==> src/rtl/adcbuf_pkg.sv <==
package adcbuf_pkg;
    localparam int DEF_NCH   = 16;
    localparam int DEF_RES_W = 10;
    localparam int DEF_NGRP  = 3;
    localparam int DEF_DEPTH = 16;

    typedef enum logic [1:0] {
        FILL_EMPTY = 2'd0,
        FILL_PART  = 2'd1,
        FILL_FULL  = 2'd2
    } fill_e;
endpackage

==> src/rtl/adcbuf_chregs.sv <==
module adcbuf_chregs #(
    parameter int NCH   = adcbuf_pkg::DEF_NCH,
    parameter int RES_W = adcbuf_pkg::DEF_RES_W,
    localparam int CHW  = $clog2(NCH)
) (
    input  logic             clk,
    input  logic             rst_n,
    input  logic             wr,
    input  logic [CHW-1:0]   wr_ch,
    input  logic [RES_W-1:0] wr_data,
    input  logic [CHW-1:0]   rd_ch,
    output logic [RES_W-1:0] rd_data
);
    logic [RES_W-1:0] regs [NCH];

    always_ff @(posedge clk) begin
        if (!rst_n) begin
            for (int i = 0; i < NCH; i++) regs[i] <= '0;
        end else if (wr) begin
            regs[wr_ch] <= wr_data;
        end
    end

    assign rd_data = regs[rd_ch];
endmodule

==> src/rtl/adcbuf_fifo.sv <==
module adcbuf_fifo
    import adcbuf_pkg::*;
#(
    parameter int RES_W = DEF_RES_W,
    parameter int DEPTH = DEF_DEPTH,
    localparam int AW   = $clog2(DEPTH),
    localparam int CW   = $clog2(DEPTH + 1)
) (
    input  logic             clk,
    input  logic             rst_n,
    input  logic             push,
    input  logic             pop,
    input  logic [RES_W-1:0] din,
    output logic [RES_W-1:0] head,
    output logic             empty,
    output logic             full,
    output logic             drop
);
    fill_e            st, st_nx;
    logic [CW-1:0]    cnt;
    logic [AW-1:0]    wp, rp;
    logic [RES_W-1:0] mem [DEPTH];
    logic             do_push, do_pop;

    assign do_push = push && (st != FILL_FULL);
    assign do_pop  = pop  && (st != FILL_EMPTY);

    // state register
    always_ff @(posedge clk) begin
        if (!rst_n) st <= FILL_EMPTY;
        else        st <= st_nx;
    end

    // next-state logic
    always_comb begin
        st_nx = st;
        unique case (st)
            FILL_EMPTY: if (do_push) st_nx = FILL_PART;
            FILL_PART: begin
                if (do_push && !do_pop && cnt == CW'(DEPTH - 1))
                    st_nx = FILL_FULL;
                else if (do_pop && !do_push && cnt == CW'(1))
                    st_nx = FILL_EMPTY;
            end
            FILL_FULL:  if (do_pop) st_nx = FILL_PART;
            default:    st_nx = FILL_EMPTY;
        endcase
    end

    // outputs
    always_comb begin
        empty = (st == FILL_EMPTY);
        full  = (st == FILL_FULL);
        head  = empty ? '0 : mem[rp];
        drop  = push && full;
    end

    always_ff @(posedge clk) begin
        if (!rst_n) begin
            cnt <= '0;
            wp  <= '0;
            rp  <= '0;
        end else begin
            if (do_push) wp <= (wp == AW'(DEPTH - 1)) ? '0 : wp + AW'(1);
            if (do_pop)  rp <= (rp == AW'(DEPTH - 1)) ? '0 : rp + AW'(1);
            if (do_push && !do_pop)      cnt <= cnt + CW'(1);
            else if (do_pop && !do_push) cnt <= cnt - CW'(1);
        end
    end

    always_ff @(posedge clk) begin
        if (do_push) mem[wp] <= din;
    end
endmodule

==> src/rtl/adcbuf_top.sv <==
module adcbuf_top
    import adcbuf_pkg::*;
#(
    parameter int NCH   = DEF_NCH,
    parameter int RES_W = DEF_RES_W,
    parameter int NGRP  = DEF_NGRP,
    parameter int DEPTH = DEF_DEPTH,
    localparam int CHW  = $clog2(NCH),
    localparam int GW   = $clog2(NGRP + 1)
) (
    input  logic                  clk,
    input  logic                  rst_n,
    input  logic                  mode_buf,
    input  logic                  conv_valid,
    input  logic [CHW-1:0]        conv_ch,
    input  logic [GW-1:0]         conv_grp,
    input  logic [RES_W-1:0]      conv_data,
    input  logic [NGRP*NCH-1:0]   grp_mask,
    input  logic [CHW-1:0]        ch_sel,
    input  logic [NGRP-1:0]       grp_pop,
    input  logic [NGRP-1:0]       flag_clr,
    input  logic [NGRP-1:0]       ovr_clr,
    output logic [RES_W-1:0]      ch_data,
    output logic [NGRP*RES_W-1:0] grp_rdata,
    output logic [NGRP-1:0]       grp_empty,
    output logic [NGRP-1:0]       grp_full,
    output logic [NGRP-1:0]       grp_req,
    output logic [NGRP-1:0]       grp_flag,
    output logic [NGRP-1:0]       grp_ovr
);
    logic [NCH-1:0]  sel_mask;
    logic [NGRP-1:0] grp_hit;
    logic            accept;

    always_comb begin
        sel_mask = '0;
        grp_hit  = '0;
        for (int g = 0; g < NGRP; g++) begin
            if (conv_grp == GW'(g)) begin
                sel_mask   = grp_mask[g*NCH +: NCH];
                grp_hit[g] = 1'b1;
            end
        end
        accept = conv_valid && sel_mask[conv_ch];
    end

    adcbuf_chregs #(.NCH(NCH), .RES_W(RES_W)) u_chregs (
        .clk     (clk),
        .rst_n   (rst_n),
        .wr      (accept && !mode_buf),
        .wr_ch   (conv_ch),
        .wr_data (conv_data),
        .rd_ch   (ch_sel),
        .rd_data (ch_data)
    );

    for (genvar g = 0; g < NGRP; g++) begin : g_grp
        logic drop;
        logic push;

        assign push = accept && mode_buf && grp_hit[g];

        adcbuf_fifo #(.RES_W(RES_W), .DEPTH(DEPTH)) u_fifo (
            .clk   (clk),
            .rst_n (rst_n),
            .push  (push),
            .pop   (grp_pop[g]),
            .din   (conv_data),
            .head  (grp_rdata[g*RES_W +: RES_W]),
            .empty (grp_empty[g]),
            .full  (grp_full[g]),
            .drop  (drop)
        );

        assign grp_req[g] = !grp_empty[g];

        always_ff @(posedge clk) begin
            if (!rst_n) begin
                grp_flag[g] <= 1'b0;
                grp_ovr[g]  <= 1'b0;
            end else begin
                if (accept && grp_hit[g]) grp_flag[g] <= 1'b1;
                else if (flag_clr[g])     grp_flag[g] <= 1'b0;
                if (drop)                 grp_ovr[g]  <= 1'b1;
                else if (ovr_clr[g])      grp_ovr[g]  <= 1'b0;
            end
        end
    end
endmodule

==> config.mk <==
export PLATFORM = sky130hd
export DESIGN_NAME = adcbuf_top
export DESIGN_NICKNAME = d
export VERILOG_FILES = /design/src/rtl/adcbuf_pkg.sv /design/src/rtl/adcbuf_chregs.sv /design/src/rtl/adcbuf_fifo.sv /design/src/rtl/adcbuf_top.sv
export SDC_FILE = /design/constraint.sdc
export NUM_CORES = 1
export LEC_CHECK = 0
export ABC_AREA = 1
export BUFFER_PORTS_ARGS = -buffer_cell sky130_fd_sc_hd__buf_2
export CAP_MARGIN = 10
export CORE_UTILIZATION = 40
export CTS_BUF_LIST = sky130_fd_sc_hd__clkbuf_4
export DETAILED_ROUTE_END_ITERATION = 10
export PLACE_DENSITY = 0.56
export SYNTH_ARGS = -nofsm -noshare
export SYNTH_HDL_FRONTEND = slang
export SYNTH_SLANG_ARGS = --single-unit
==> constraint.sdc <==
create_clock -name clk -period 5.2 [get_ports clk]
set_input_delay 1.04 -clock clk [delete_from_list [all_inputs] [get_ports clk]]
set_output_delay 1.04 -clock clk [all_outputs]
set_load 0.02 [all_outputs]
Word level (Yosys, flattened, before mapping)
Memory sizes are Yosys's and may differ from the RTL's. A register that Yosys moved wholly into a read port is not among the register bits.
Cells that the tools add are included.
{"block": "classes", "add_sub_neg": 12, "order_cmp": 1, "n_eq_ne": 32, "mux": 69, "reduce_logical": 60}
{"operator": "$mux 4", "count": 13}
{"operator": "$mux 16", "count": 3}
{"operator": "$mux 10", "count": 4}
{"operator": "$logic_and 1x1->1", "count": 30}
{"operator": "$mux 5", "count": 6}
{"operator": "$mux 1", "count": 27}
{"operator": "$add 4x1->4 const B", "count": 6}
{"operator": "$eq 4x4->1 const B", "count": 6}
{"operator": "$mux 2", "count": 12}
{"operator": "$reduce_bool 2->1", "count": 12}
{"operator": "$ne 2x2->1 const B", "count": 9}
{"operator": "$pmux 2 s3", "count": 3}
{"operator": "$add 5x1->5 const B", "count": 3}
{"operator": "$eq 5x1->1 const B", "count": 3}
{"operator": "$eq 5x4->1 const B", "count": 3}
{"operator": "$sub 5x1->5 const B", "count": 3}
{"operator": "$logic_not 1->1", "count": 10}
{"operator": "$reduce_or 10->1", "count": 1}
{"operator": "$ne 3x1->1 const B", "count": 3}
{"operator": "$reduce_and 3->1", "count": 3}
{"operator": "$eq 2x1->1 const B", "count": 4}
{"operator": "$eq 2x2->1 const B", "count": 4}
{"operator": "$logic_not 2->1", "count": 4}
{"operator": "$lt 4x5->1 const B", "count": 1}
{"operator": "$bmux 1 s4", "count": 1}
{"block": "totals", "reg_bits": 51, "ram_bits": 640, "in_bits": 81, "out_inout_bits": 55, "elab_cells": 196, "n_memories": 4}
{"name": "g_grp[0].u_fifo.mem", "words": 16, "width": 10, "rd": 1, "rd_clocked_by_memory_dff": 1, "write_ports": 1, "line_no": "adcbuf_fifo.sv:22", "source": "logic [RES_W-1:0] mem [DEPTH];"}
{"name": "g_grp[1].u_fifo.mem", "words": 16, "width": 10, "rd": 1, "rd_clocked_by_memory_dff": 1, "write_ports": 1, "line_no": "adcbuf_fifo.sv:22"}
{"name": "g_grp[2].u_fifo.mem", "words": 16, "width": 10, "rd": 1, "rd_clocked_by_memory_dff": 1, "write_ports": 1, "line_no": "adcbuf_fifo.sv:22"}
{"name": "u_chregs.regs", "words": 16, "width": 10, "rd": 1, "rd_clocked_by_memory_dff": 0, "write_ports": 16, "line_no": "adcbuf_chregs.sv:14", "source": "logic [RES_W-1:0] regs [NCH];"}

Logic depth before layout (Yosys ltp)
{"block": "depth", "word_depth": 16, "mapped_depth": 19, "depth_no_buf": 18}

Cells and area by module
A second synthesis with hierarchy kept.
{"block": "unflattened", "cells_unflattened": 3419, "area_unflattened_um2": 32079.5}
{"mod": "adcbuf_fifo", "n_inst": 3, "cells_per_inst": 787, "area_each_um2": 7805.0, "seq_area_each_um2": 5185.0}
{"mod": "adcbuf_chregs", "n_inst": 1, "cells_per_inst": 889, "area_each_um2": 7795.0, "seq_area_each_um2": 4804.6}
{"mod": "adcbuf_top", "n_inst": 1, "cells_per_inst": 169, "area_each_um2": 869.6, "seq_area_each_um2": 120.1}

Worst setup path after synthesis
No wires, ideal clock.
{"block": "synth_path", "kind": "input port to output port", "startpoint": "input port ch_sel[0]", "endpoint": "output port ch_data[1]", "arrival_time_ns": 2.363, "t_required_ns": 4.160, "slack_ns": 1.797, "cell_stages": 6, "n_path_buf": 2, "cell_sequence": "clkbuf_1 -> clkbuf_1 -> mux2i_1 -> o21ai_0 -> o211ai_1 -> nand2_1"}
{"block": "synth_via", "elab_chain_len": 1}
{"element": "from (decl)", "line_no": "adcbuf_top.sv:19", "source": "input logic [CHW-1:0] ch_sel,"}
{"element": "$mem_v2 16x10"}
{"element": "to (decl)", "line_no": "adcbuf_top.sv:23", "source": "output logic [RES_W-1:0] ch_data,"}
Every way passes these cells.

==> metrics.txt <==
status finished, final reports clean; hold_buf cts 0; initial core utilization about 41%; crit path capture type output pin; WL per Instance about 21 um; initial antenna violation count 4; dpl hpwl 51.4 mm; Vias 21300; setup_tns 0 ns; Max Cap Viol 0; wirelength, routed around 84 mm; yosys warns 0; grt ovf 0; post-placement cell area around 32000 um2; max_slew headroom approximately 19%; maximum vdd drop ~0.17 mV; worst path required time 4.16 ns; Placement Setup Slack about 0.80 ns; Cells after Synth roughly 2600; R2R depth 10; area leader, netlist edfxtp_1; Final Power around 12 mW; Fill cells roughly 6800; GRT Total Usage 22.2%; combinational share of power under 10%; synthesized area about 30000 um2; P_sw roughly 2.8 mW; Residual DRC 0; DR pass1 iterations 5; post-route cell area 34000 um2; Setup violations, final 0; leak pwr between 10 and 15 nW; end-of-flow core utilization roughly 46%; clock share of power 40.8%; Die X 275 um; crit share post-route around 85%; DRT iter0 DRCs roughly 2000; CTS tree built; crit path max fanout 53; final net count between 2000 and 3000; Die Y roughly 280 um; worst path arrival time approximately 3.4 ns; clk_lat worst skew about 1.0 ns; part of the power in registers 54.0%; post_cts resized 0; first-pass GRT wire length 125 mm; Worst Skew roughly 0.055 ns; CTS Buf Count roughly 190; Syn Nets ~2700; worst setup path category register to output pin; IO Port Bufs ~140; share of cells above drive strength 1 a little under a fifth; Slew Viols, Final 0; worst hold path class input pin to register; power per cell area between 300 and 400 nW/um2; I/O pin total between 100 and 150; hold depth 4; Clock Sink Count between 700 and 800; number of global-route vias before repair between 20000 and 25000; #FFs+latches synth around 700; internal power 8.84 mW; Area Growth Syn to Fin 13.6%; clk root buf clkbuf_4; number of vias per cell about 5.4; # rows 99; setup ws final about 0.76 ns; Yosys cell types 36; clock tree buffer depth 3; Max H-tree Level 4; fmax about 230 MHz; Final ANT Viol Nets 0; largest net degree at the start of global routing approximately 80; minimum clock period around 4.4 ns; Worst-Margin Slew roughly 1.2 ns; top cell type's share of synthesized area between 60 and 70%; area of the core 73500 um2; top cells by area, synth edfxtp_1 (64%), nor2_1 (6.3%), o21ai_0 (5.5%), dfxtp_1 (4.2%), o221ai_1 (2.3%); post-synthesis sequential area ratio 68.5%; Switching Share a little under a quarter; Avg Inst Size Synth between 10 and 15 um2; Worst-path clk slew 0.06 ns; die area 75800 um2; RSZ-0062 raised after global routing false; post-CTS setup buffer count 0; Final GP Congestion around 0.88; type of origin of the critical path register; Final Hold Fails 0
## stage by stage
stage	std cells	hold slack [ns]
4_1_cts	3901	0.160
3_5_place_dp	3578	0.453
3_3_place_gp	3578	0.450
6_report	3908	0.268
5_1_grt	3907	0.212
2_1_floorplan	2577	0.455
## path summary, 6_finish.rpt
kind,slack [ns],endpoint,start
setup / recovery,0.76,grp_rdata[21],register
hold / removal,0.27,grp_ovr[2],ovr_clr[2]
setup reg to reg,2.46,g_grp[0].u_fifo.cnt[3],g_grp[0].u_fifo.st[1]
hold reg to reg,0.46,grp_ovr[0],grp_ovr[0]
## per-layer routing
| metal | global-route usage [%] | vias up | wire length, um |
|---|---|---|---|
| li1 | - | 9859 | - |
| met1 | 31.0 | 10500 | 37200 |
| met2 | 34.7 | 837 | 38900 |
| met3 | 4.31 | 129 | 5740 |
| met4 | 7.68 | 0 | 1850 |
| met5 | 0 | - | 0 |
## power groups by stage
stage / logic (mW) / clock network [mW] / registers (mW)
global placement: 0.601 / 0 / 6.39
CTS: 0.609 / 4.86 / 6.27
floorplan: 0.324 / 0 / 6.38
finish: 0.610 / 4.73 / 6.27
detailed placement: 0.608 / 0 / 6.39
global route: 0.661 / 5.14 / 6.28
## synth_stat cells
master	n
edfxtp_1	640
nor2_1	503
o21ai_0	326
nand2_1	175
inv_1	148
clkbuf_1	145
a21oi_1	114
o211ai_1	80
o221ai_1	80
nand3_1	69
dfxtp_1	63
mux2i_1	40
o22ai_1	40
ha_1	33
nand4_1	14
xor2_1	12
nand3_2	10
nor2_2	10
buf_4	9
buf_6	7
inv_2	7
nor3_1	7
buf_1	6
buf_2	6
clkinv_1	6
or2_2	6
nand4_2	3
nor3b_1	3
o21a_1	3
xnor2_1	3
a31oi_1	2
a41oi_1	2
nor4_1	2
nand2_2	1
nor2_4	1
nor3_4	1
## cells in the final DEF, fill, tap and decap left out, drive strengths merged
cell type / synthesis / layout
bufinv: 0 / 1
nand2: 176 / 176
nor2: 514 / 514
a41oi: 2 / 2
xnor2: 3 / 3
clkinvlp: 0 / 4
clkbuf: 145 / 272
edfxtp: 640 / 640
nor4: 2 / 2
mux2i: 40 / 40
or2: 6 / 6
a31oi: 2 / 2
o22ai: 40 / 40
nor3b: 3 / 3
nor3: 8 / 8
clkinv: 6 / 47
o211ai: 80 / 80
dfxtp: 63 / 63
o221ai: 80 / 80
xor2: 12 / 12
a21oi: 114 / 114
nand3: 79 / 79
nand4: 17 / 17
o21a: 3 / 3
ha: 33 / 33
o21ai: 326 / 326
inv: 155 / 160
buf: 28 / 215
diode: 0 / 7
## state kept, by name, summed over array words and instances, names as in the netlist, named ones only
register and flops:
g_grp.u_fifo.mem 480, u_chregs.regs 160, g_grp.u_fifo.cnt 15, g_grp.u_fifo.rp 12
g_grp.u_fifo.wp 12, g_grp.u_fifo.st 6, grp_flag 3, grp_ovr 3
## cells by family (layout without fill, tap and decap cells)
family,after synthesis,in the layout,share of synthesized area [%]
mux,40,40,1.34
xor+xnor,15,15,0.439
other cells,0,7,0
fa+ha+maj,33,33,1.38
flops,703,703,68.5
buf+inv,334,699,4.51
simple gates,805,805,11.1
compound gates,647,647,12.7
## worst max-delay path, stage by stage (launching register included)
cell,delay [ns]
dfxtp_2,0.32
inv_2,0.64
buf_4,0.44
nor2_1,0.08
o221ai_1,0.26
o211ai_1,0.13
a21oi_1,0.27
buf_2,0.23
## area by class of cell
type	instances	area, um2	area share [%]
antenna	7	17.5	0.0516
clock buffer	272	2040	6.01
clock inverter	51	269	0.792
inverter	161	604	1.78
multi-input combinational	1540	8070	23.8
sequential	703	20500	60.3
tap	959	1200	3.53
timing repair buffer	215	1290	3.80
Note: power is estimated with default switching activity, not from simulation.
